`config.mk`:
```
export PLATFORM = sky130hd
export DESIGN_NAME = seg_addr_gen
export DESIGN_NICKNAME = d
export VERILOG_FILES = /design/src/rtl/seg_addr_gen.sv
export SDC_FILE = /design/constraint.sdc
export NUM_CORES = 1
export LEC_CHECK = 0
export BUFFER_PORTS_ARGS = -buffer_cell sky130_fd_sc_hd__buf_4
export CORE_ASPECT_RATIO = 0.5
export CORE_MARGIN = 1
export CORE_UTILIZATION = 47
export DETAILED_ROUTE_END_ITERATION = 7
export PLACE_DENSITY = 0.69
export SYNTH_ARGS = -nofsm -noshare
export SYNTH_HDL_FRONTEND = slang
export SYNTH_SLANG_ARGS = --single-unit
```
`constraint.sdc`:
```
create_clock -name clk -period 7.65 [get_ports clk]
set_input_delay 2.295 -clock clk [delete_from_list [all_inputs] [get_ports clk]]
set_output_delay 2.295 -clock clk [all_outputs]
set_load 0.05 [all_outputs]
```
`src/rtl/seg_addr_gen.sv`:
```
module seg_addr_gen #(
  parameter int OFS_W     = 16,
  parameter int SEG_SHIFT = 4
) (
  input  logic                       clk,
  input  logic                       rst_n,
  input  logic                       seg_wr_en,
  input  logic [1:0]                 seg_wr_sel,
  input  logic [OFS_W-1:0]           seg_wr_data,
  input  logic                       req_valid,
  input  logic [1:0]                 req_kind,
  input  logic                       ovr_en,
  input  logic [1:0]                 ovr_sel,
  input  logic                       base_en,
  input  logic [OFS_W-1:0]           base_val,
  input  logic                       idx_en,
  input  logic [OFS_W-1:0]           idx_val,
  input  logic                       disp_en,
  input  logic [OFS_W-1:0]           disp_val,
  output logic                       pa_valid,
  output logic [OFS_W+SEG_SHIFT-1:0] pa_addr,
  output logic [1:0]                 pa_seg
);
  localparam int PA_W = OFS_W + SEG_SHIFT;
  localparam int NSEG = 4;
  localparam logic [1:0] S_EXTRA = 2'd0, S_CODE = 2'd1, S_STACK = 2'd2, S_DATA = 2'd3;
  localparam logic [1:0] K_FETCH = 2'd1, K_STACK = 2'd2;

  logic [OFS_W-1:0] seg_q [NSEG];

  for (genvar g = 0; g < NSEG; g++) begin : g_seg
    localparam logic [OFS_W-1:0] RST_V = (g == int'(S_CODE)) ? '1 : '0;
    always_ff @(posedge clk) begin
      if (!rst_n)                                  seg_q[g] <= RST_V;
      else if (seg_wr_en && seg_wr_sel == 2'(g))   seg_q[g] <= seg_wr_data;
    end
  end

  logic [OFS_W-1:0] t_base, t_idx, t_disp, offset;
  assign t_base = base_en ? base_val : '0;
  assign t_idx  = idx_en  ? idx_val  : '0;
  assign t_disp = disp_en ? disp_val : '0;
  assign offset = t_base + t_idx + t_disp;

  logic [1:0] seg_pick;
  always_comb begin
    case (req_kind)
      K_FETCH: seg_pick = S_CODE;
      K_STACK: seg_pick = S_STACK;
      default: seg_pick = ovr_en ? ovr_sel : S_DATA;
    endcase
  end

  logic [PA_W-1:0] seg_wide, ofs_wide, phys;
  assign seg_wide = {seg_q[seg_pick], {SEG_SHIFT{1'b0}}};
  assign ofs_wide = {{SEG_SHIFT{1'b0}}, offset};
  assign phys     = seg_wide + ofs_wide;

  always_ff @(posedge clk) begin
    if (!rst_n) begin
      pa_valid <= 1'b0;
      pa_addr  <= '0;
      pa_seg   <= S_EXTRA;
    end else begin
      pa_valid <= req_valid;
      if (req_valid) begin
        pa_addr <= phys;
        pa_seg  <= seg_pick;
      end
    end
  end
endmodule


```
### Word level (Yosys, flattened, before mapping)

Memories as Yosys holds them, arrays and structs flattened.
Index checks and enable logic that the tools add are counted.

* register bits after elaboration: 23
* output and inout bits: 23
* logic and storage cells: 43
* memories: 1
* input port bits: 78
* bits in writable memories: 64

Memory list
* seg_q: depth 4, width 16, rd ports 1, clocked after memory_dff 0, wr ports 4, line 29 `logic [OFS_W-1:0] seg_q [NSEG];`

* reduce and logical (&&, ||, !) cells: 5
* multiplexer cells: 22
* equality and inequality tests: 5
* bitwise logic cells: 4
* add/subtract/negate cells: 3

Operators with widths (count)
* $mux 16: 7
* $add 16x16->16: 2
* $add 20x16->20: 1
* $mux 1: 13
* $eq 2x2->1 const B: 3
* $eq 2x1->1 const B: 2
* $logic_and 1x1->1: 4
* $or 1x1->1: 4
* $pmux 2 s2: 1
* $logic_not 2->1: 1
* $mux 2: 1

### Logic depth before layout (Yosys ltp)

Gate-level depths: netlist of the first run.

* depth in word-level cells: 6
* gate-level depth with buffers: 18
* gate-level depth less buffers: 17

### Least setup slack after synthesis of the first run

Ideal clock, no wire load.

* path type: input-to-reg
* start point: input port disp_en
* end point: register pa_addr[18]
* stages on the path: 18
* path buffers: 1
* path slack: 1528 ps
* data required time: 7523 ps
* data arrival time: 5995 ps
* setup time: 127 ps
* cell sequence: clkbuf_1 -> nand2_1 -> fa_1 -> inv_1 -> ha_1 -> a211oi_2 -> o211a_1 -> o31ai_2 -> o41ai_2 -> or4b_1 -> o211ai_1 -> ha_1 -> nand4_1 -> a21oi_1 -> o21ai_0 -> a21boi_0 -> o2111a_1 -> a211oi_2

* word-level cells in the longest chain between the ends: 3

RTL lines
* start, declared: line 18 `input logic disp_en,`
* $mux 16: line 42 `assign t_disp = disp_en ? disp_val : '0;`
* $add 16x16->16: line 43 `assign offset = t_base + t_idx + t_disp;`
* $add 20x16->20: line 57 `assign phys = seg_wide + ofs_wide;`
* end signal, assigned: line 67 `pa_addr <= phys;`
* end, declared: line 21 `output logic [OFS_W+SEG_SHIFT-1:0] pa_addr,`

No other way between the ends.
A chain may end at the register's enable or synchronous reset.

### Worst setup path after layout of the first run

Ends and elaborated chain as after synthesis.

==> results of run 1 <==
==> cells by family (layout without fill, tap and decap cells) <==
| logic type | Yosys count | count (layout) | synth area share [%] |
|---|---|---|---|
| compound gates | 103 | 103 | 12.8 |
| xor+xnor | 18 | 18 | 2.76 |
| flops | 87 | 87 | 41.7 |
| simple gates | 283 | 283 | 25.2 |
| buf+inv | 64 | 158 | 4.25 |
| mux | 7 | 7 | 1.23 |
| fa+ha+maj | 45 | 45 | 12.1 |
==> area by class of cell <==
| type | count | area [µm²] | area share [%] |
|---|---|---|---|
| timing repair buffer | 102 | 766 | 11.1 |
| clock buffer | 9 | 225 | 3.26 |
| multi-input combinational | 456 | 3110 | 45.0 |
| inverter | 41 | 154 | 2.23 |
| tap | 165 | 206 | 2.99 |
| clock inverter | 6 | 68.8 | 0.996 |
| sequential | 87 | 2380 | 34.5 |
==> cells in the final DEF (no fill, tap or decap), types with 17 or more instances in the layout <==
cell type  count
nand2_1      108
and2_1        55
edfxtp_1      64
ha_1          28
buf_4        102
dfxtp_1       23
o21ai_0       19
and3_1        18
inv_1         40
nor2_1        23
fa_1          17
nand3_1       18
==> registers in the layout (all words and copies together) (netlist names) <==
| signal | count |
|---|---|
| seg_q | 64 |
| pa_valid | 1 |
| pa_seg | 2 |
| pa_addr | 20 |
==> how the worst min path moves through the flow <==
stage / from / to / slack [ns]
4_1_cts: pa_addr[10]$_SDFFE_PN0P_ / pa_addr[10]$_SDFFE_PN0P_ / 0.48
3_3_place_gp: pa_addr[10]$_SDFFE_PN0P_ / pa_addr[10]$_SDFFE_PN0P_ / 0.46
2_1_floorplan: pa_addr[10]$_SDFFE_PN0P_ / pa_addr[10]$_SDFFE_PN0P_ / 0.69
3_5_place_dp: pa_addr[10]$_SDFFE_PN0P_ / pa_addr[10]$_SDFFE_PN0P_ / 0.47
5_1_grt: pa_addr[10]$_SDFFE_PN0P_ / pa_addr[10]$_SDFFE_PN0P_ / 0.51
6_report: pa_addr[10]$_SDFFE_PN0P_ / pa_addr[10]$_SDFFE_PN0P_ / 0.48
==> critical path, delay by kind of cell <==
kind	cells	cell delay (ns)
buffers and inverters	2	0.24
AOI/OAI and AO/OA	10	2.01
adders and majority gates	3	1.11
and+or+nand+nor	3	0.71
==> per-layer routing <==
metal  up-vias  wire [µm]  global-route usage [%]
met4         0        128                    6.44
met3        13       1010                    4.78
met5         -          0                       0
met1      2131       6450                    29.5
li1       2291          -                       -
met2       151       5670                    34.4
==> stage by stage <==
step | util (%) | setup slack, ns
after floorplan | - | 1.53
after global placement | 55.9 | 1.32
after detailed placement | 55.9 | 1.22
after CTS | 58.4 | 1.58
after global routing | 58.4 | 1.09
final | 58.4 | 1.56
==> report_power, final <==
| group | leakage (nW) | internal [mW] | switching [mW] |
|---|---|---|---|
| clock network | 0.142 | 0.253 | 0.190 |
| logic | 2.08 | 0.256 | 0.403 |
| registers | 0.820 | 0.561 | 0.0213 |
| total | 3.04 | 1.07 | 0.614 |
==> key figures, run 1 <==
Min path
  • Hold path depth: 2
  • Min-Delay Path Class: register to register

Die
  • I/O Pins: 101
  • Core Region: 11800 µm²
  • Starting density of the core: 48.3%
  • Die area: 12600 µm²
  • Horiz. Die Dim: 158 µm
  • Rows: 28
  • Die Ht: 80.0 µm

Synth
  • Yosys Warn Count: 0
  • Unique masters post-synth: 61
  • Synth top cells by count: nand2_1 (108), edfxtp_1 (64), and2_1 (55)
  • Post-synth EDFFs: 64
  • Post-synth ARST share: 0%
  • Dominant cells by area after synthesis: edfxtp_1 (34%), dfxtp_1 (8.1%), nand2_1 (7.1%), ha_1 (6.1%), and2_1 (6.0%)
  • Main flop type after synthesis: edfxtp_1
  • Register bit total from synthesis: 87
  • Syn Nets: 730
  • Leading area contributor after synthesis: edfxtp_1
  • Post-Synthesis Cells: 607
  • Avg Inst Size Synth: 9.41 µm²
  • Post-synth top area share: 33.6%
  • Seq/Total Area, Yosys: 41.7%
  • Count leader, synth: nand2_1
  • Mapped cell area: 5710 µm²

Clock tree
  • Latest clock arrival within the worst-skew pair: 0.35 ns
  • Number of gates resized after CTS: 0
  • Clk buf depth: 2
  • Total CTS buffers: 9
  • CTS Hold Bufs: 0
  • Clk pin slew, worst setup/hold paths: 0.06 ns
  • CTS Root Cell: clkbuf_16
  • CTS tree: yes
  • Post-CTS setup buffers: 0
  • H-tree depth: 3
  • Clock sinks: 87

Place
  • Placed insts: 851
  • Placed instance area: 6620 µm²
  • GPL Wtd Cong: 0.820
  • I/O Buffers: 100
  • Dpl hpwl: 9240 µm

Final layout
  • Area growth syn-to-layout: 21.0%
  • Fraction of layout cells with a size suffix above 1: 21.1%
  • Fin nets: 820
  • Number of fill cells: 1041
  • Design Area, Final: 6910 µm²
  • Antenna Cells: 0
  • Final non-filler cell total: 866

Timing
  • Final TNS setup: 0 ns
  • Clock Skew: 0.00611 ns
  • Max-slew headroom: 22.0%
  • Fmax: 164 MHz
  • RSZ-0062 raised after global routing: false
  • Final Hold Vio Count: 0
  • Final setup fails: 0
  • Slew Viols, Final: 0
  • Final critical-path share of the clock period: 79.6%
  • Final min period: 6.09 ns
  • Hold slack: 0.479 ns
  • Worst slew pin tran: 1.17 ns

Pwr
  • Leak pwr: 3.04 nW
  • Max IR drop VDD: 0.103 mV
  • Design Power: 1.68 mW
  • Power Dens Cells: 244 nW/µm²

Detailed routing
  • Vias per cell: 5.30
  • DRC viols: 0
  • Routed length per instance: 15.3 µm
  • Final WL: 13300 µm
  • DR iter-0 viols: 284
  • Drt first pass iters: 5
  • Antenna violation net count after detailed routing: 0
  • Vias: 4586

Setup path
  • Worst Setup EP: pa_addr[18]$_SDFFE_PN0P_
  • Critical Path Max Stage Delay: 0.55 ns
  • CP max-delay cell: fa_1
  • FF-to-FF Start: seg_q[0][0]$_SDFFCE_PN0P_
  • Flop-to-flop setup slack: 4.93 ns
  • Setup crit start: disp_en
  • R2R depth: 12
  • Crit path cell chain: buf_4 -> nand2_1 -> fa_1 -> inv_1 -> ha_1 -> a211oi_2 -> o211a_1 -> o31ai_2 -> o41ai_2 -> or4b_1 -> o211ai_1 -> ha_1 -> nand4_1 -> a21oi_1 -> o21ai_0 -> a21boi_0 -> o21ai_0 -> a211oi_2
  • Worst-path fanout max: 16
  • Worst setup path category: input pin to register
  • Startpoint types: input pin
  • Arrival @ worst endpoint: 6.37 ns
  • CP endpoint kind: register
  • Req. time, crit path: 7.93 ns
  • Reg-to-reg endpoint: pa_addr[18]$_SDFFE_PN0P_

Flow run
  • Max-cap violation count: 0

Global route
  • Overflow after GRT: 0
  • First-pass GRT wire length: 20700 µm
  • All-Layer GR Usage: 21.6%
  • Vias in the first global route: 4205
  • Maximum number of pins on one net before global-route repair: 39
  • Initial antenna violation count: 0

Run status
  • Status: complete, no violations
Note: power is estimated with default switching activity, not from simulation.
==> run 2, diff against run 1 <==
--- a/config.mk
+++ b/config.mk
@@ -10,7 +10,7 @@
 export CORE_MARGIN = 1
 export CORE_UTILIZATION = 47
 export DETAILED_ROUTE_END_ITERATION = 7
-export PLACE_DENSITY = 0.69
+export PLACE_DENSITY = 0.72
 export SYNTH_ARGS = -nofsm -noshare
 export SYNTH_HDL_FRONTEND = slang
 export SYNTH_SLANG_ARGS = --single-unit
==> constraint.sdc (replaced) <==
create_clock -name clk -period 5.6 [get_ports clk]
set_input_delay 1.68 -clock clk [delete_from_list [all_inputs] [get_ports clk]]
set_output_delay 1.68 -clock clk [all_outputs]
set_load 0.05 [all_outputs]
==> run 2 against run 1 <==
  * The flow now finishes with violations (design-rule violations)
  * Final cell count increased by 1.7%
  * Sequential share of layout area decreased by 0.59 points
  * Count of clock-buffer cells in the layout unchanged
  * Sequential power increased by 37%
  * Routed wire length increased by 3.9%
  * Critical path depth unchanged
  * Non-clock buffer count increased by 14
  * Flip-flop and latch count unchanged
  * Via count increased by 1.7%
  * Core utilization increased by 1.0 points
  * Largest cell class unchanged
==> key figures, run 2 (synthesized netlist as in run 1, its figures left out) <==
Global route
  • All-Layer GR Usage: 22.5%
  • Maximum number of pins on one net before global-route repair: 39
  • Initial antenna violation count: 0
  • Overflow after GRT: 0
  • First-pass GRT wire length: 21600 µm
  • Vias in the first global route: 4435

Clock tree
  • CTS Root Cell: clkbuf_16
  • Latest clock arrival within the worst-skew pair: 0.34 ns
  • CTS Hold Bufs: 0
  • Clock sinks: 87
  • Clk buf depth: 2
  • Clk pin slew, worst setup/hold paths: 0.06 ns
  • CTS tree: yes
  • Total CTS buffers: 9
  • H-tree depth: 3

Timing
  • Worst slew pin tran: 1.13 ns
  • PnR worst setup slack: 0.296 ns
  • Clock Skew: 0.00502 ns
  • Max-slew headroom: 24.1%
  • RSZ-0062 raised after global routing: false
  • Slew Viols, Final: 0
  • Fmax: 189 MHz
  • Final setup fails: 0
  • Final TNS setup: 0 ns
  • Final critical-path share of the clock period: 94.7%
  • Final Hold Vio Count: 0
  • Final min period: 5.30 ns

Die
  • Die Ht: 80.0 µm
  • Core Region: 11800 µm²
  • Rows: 28
  • I/O Pins: 101
  • Horiz. Die Dim: 158 µm
  • Starting density of the core: 48.3%
  • Die area: 12600 µm²

Run status
  • Status: finished with violations
  • Violated checks: design-rule violations

Flow run
  • Max-cap violation count: 0

Setup path
  • Critical Path Max Stage Delay: 0.49 ns
  • Worst setup path category: input pin to register
  • CP endpoint kind: register
  • CP Buf/Inv Count: 2
  • Crit path cell chain: buf_4 -> nand2_1 -> fa_1 -> inv_1 -> ha_1 -> fa_1 -> a211oi_1 -> o21a_1 -> o311ai_0 -> a31o_2 -> a21oi_1 -> xnor2_1 -> ha_1 -> o21a_1 -> nor2_1 -> a21oi_1 -> and4_1 -> nor3_1
  • CP max-delay cell: fa_1
  • Req. time, crit path: 5.83 ns
  • Setup crit start: base_en
  • Arrival @ worst endpoint: 5.53 ns
  • FF-to-FF Start: seg_q[0][0]$_SDFFCE_PN0P_
  • Startpoint types: input pin
  • Flop-to-flop setup slack: 2.94 ns
  • Worst path top cell family by delay: adder cells
  • Worst-path fanout max: 16

Place
  • Placed instance area: 6740 µm²
  • Placed insts: 865
  • DP Worst Slack: -0.0519 ns
  • GPL Wtd Cong: 0.859
  • Dpl hpwl: 9740 µm
  • I/O Buffers: 100

Final layout
  • Max reg flops: 64
  • Final non-filler cell total: 881
  • Most frequent cells in the layout: buf_4 (115), nand2_1 (108), edfxtp_1 (64)
  • Top flop regs: seg_q: 64 flops, pa_addr: 20 flops, pa_seg: 2 flops
  • Fin nets: 834
  • Design Area, Final: 7030 µm²
  • Reg with most FFs: seg_q
  • Antenna Cells: 0
  • Most common cell after layout, fill and taps aside: buf_4
  • Fraction of layout cells with a size suffix above 1: 22.6%
  • Area growth syn-to-layout: 23.1%

Detailed routing
  • DR iter-0 viols: 372
  • Vias per cell: 5.29
  • Vias: 4664
  • Routed length per instance: 15.6 µm
  • Final WL: 13800 µm
  • Antenna violation net count after detailed routing: 0
  • Drt first pass iters: 7
  • DRC viols: 1

Min path
  • Min-Delay Path Class: register to register
  • Worst hold start: pa_addr[10]$_SDFFE_PN0P_

Pwr
  • Power Dens Cells: 334 nW/µm²
  • Max IR drop VDD: 0.202 mV
  • Leak pwr: 3.11 nW
  • Design Power: 2.35 mW
-- run 2: changes by cell type in the layout (fill, tap and decap cells not counted) --
cell      delta
clkinv_1     +1
inv_6        -1
buf_4       +13
clkinv_4     +1
a21boi_0     -1
buf_12       +1
a21boi_1     +1
-- run 2: worst min-delay path: stages, from the launching register on --
cell and delay [ns]:
dfxtp_1 0.32, nand2_1 0.06, a21boi_0 0.06
-- run 2: final cells by class --
class / count / area, µm²
multi-input cells: 456 / 3110
repair buffers: 116 / 883
inverters: 41 / 154
well taps: 165 / 206
fillers: 1038 / 4810
clock buffers: 9 / 225
clock inverters: 7 / 72.6
flip-flops and latches: 87 / 2380
-- run 2: final timing paths --
path,end,cells after the start
worst max-delay path,pa_addr[17]$_SDFFE_PN0P_,18
worst min-delay path,pa_addr[10]$_SDFFE_PN0P_,2
worst max register to register,pa_addr[18]$_SDFFE_PN0P_,12
worst min register to register,pa_addr[10]$_SDFFE_PN0P_,2
-- run 2: timing repair --
action                     CTS  global route
setup endpoints to repair    0             1
buffers inserted             0             0
gates resized for setup      0             1
-- run 2: metrics by stage --
stage	util, %	hold WS, ns
floorplan	-	0.693
detailed placement	56.9	0.479
global placement	56.9	0.465
CTS	59.4	0.493
finish	59.4	0.486
global route	59.4	0.505
-- run 2: power breakdown --
part	switching (mW)	internal, mW
Clock	0.252	0.346
Sequential	0.0303	0.767
Combinational	0.571	0.384
Total	0.853	1.50
-- run 2: per-layer routing --
| metal | up-vias | GRT usage [%] | wire [µm] | part of all wire [%] |
|---|---|---|---|---|
| li1 | 2315 | - | - | - |
| met1 | 2200 | 30.1 | 6650 | 48 |
| met2 | 140 | 37.4 | 6150 | 45 |
| met3 | 9 | 4.56 | 876 | 6.4 |
| met4 | 0 | 5.77 | 99 | 0.72 |
| met5 | - | 0 | 0 | 0 |
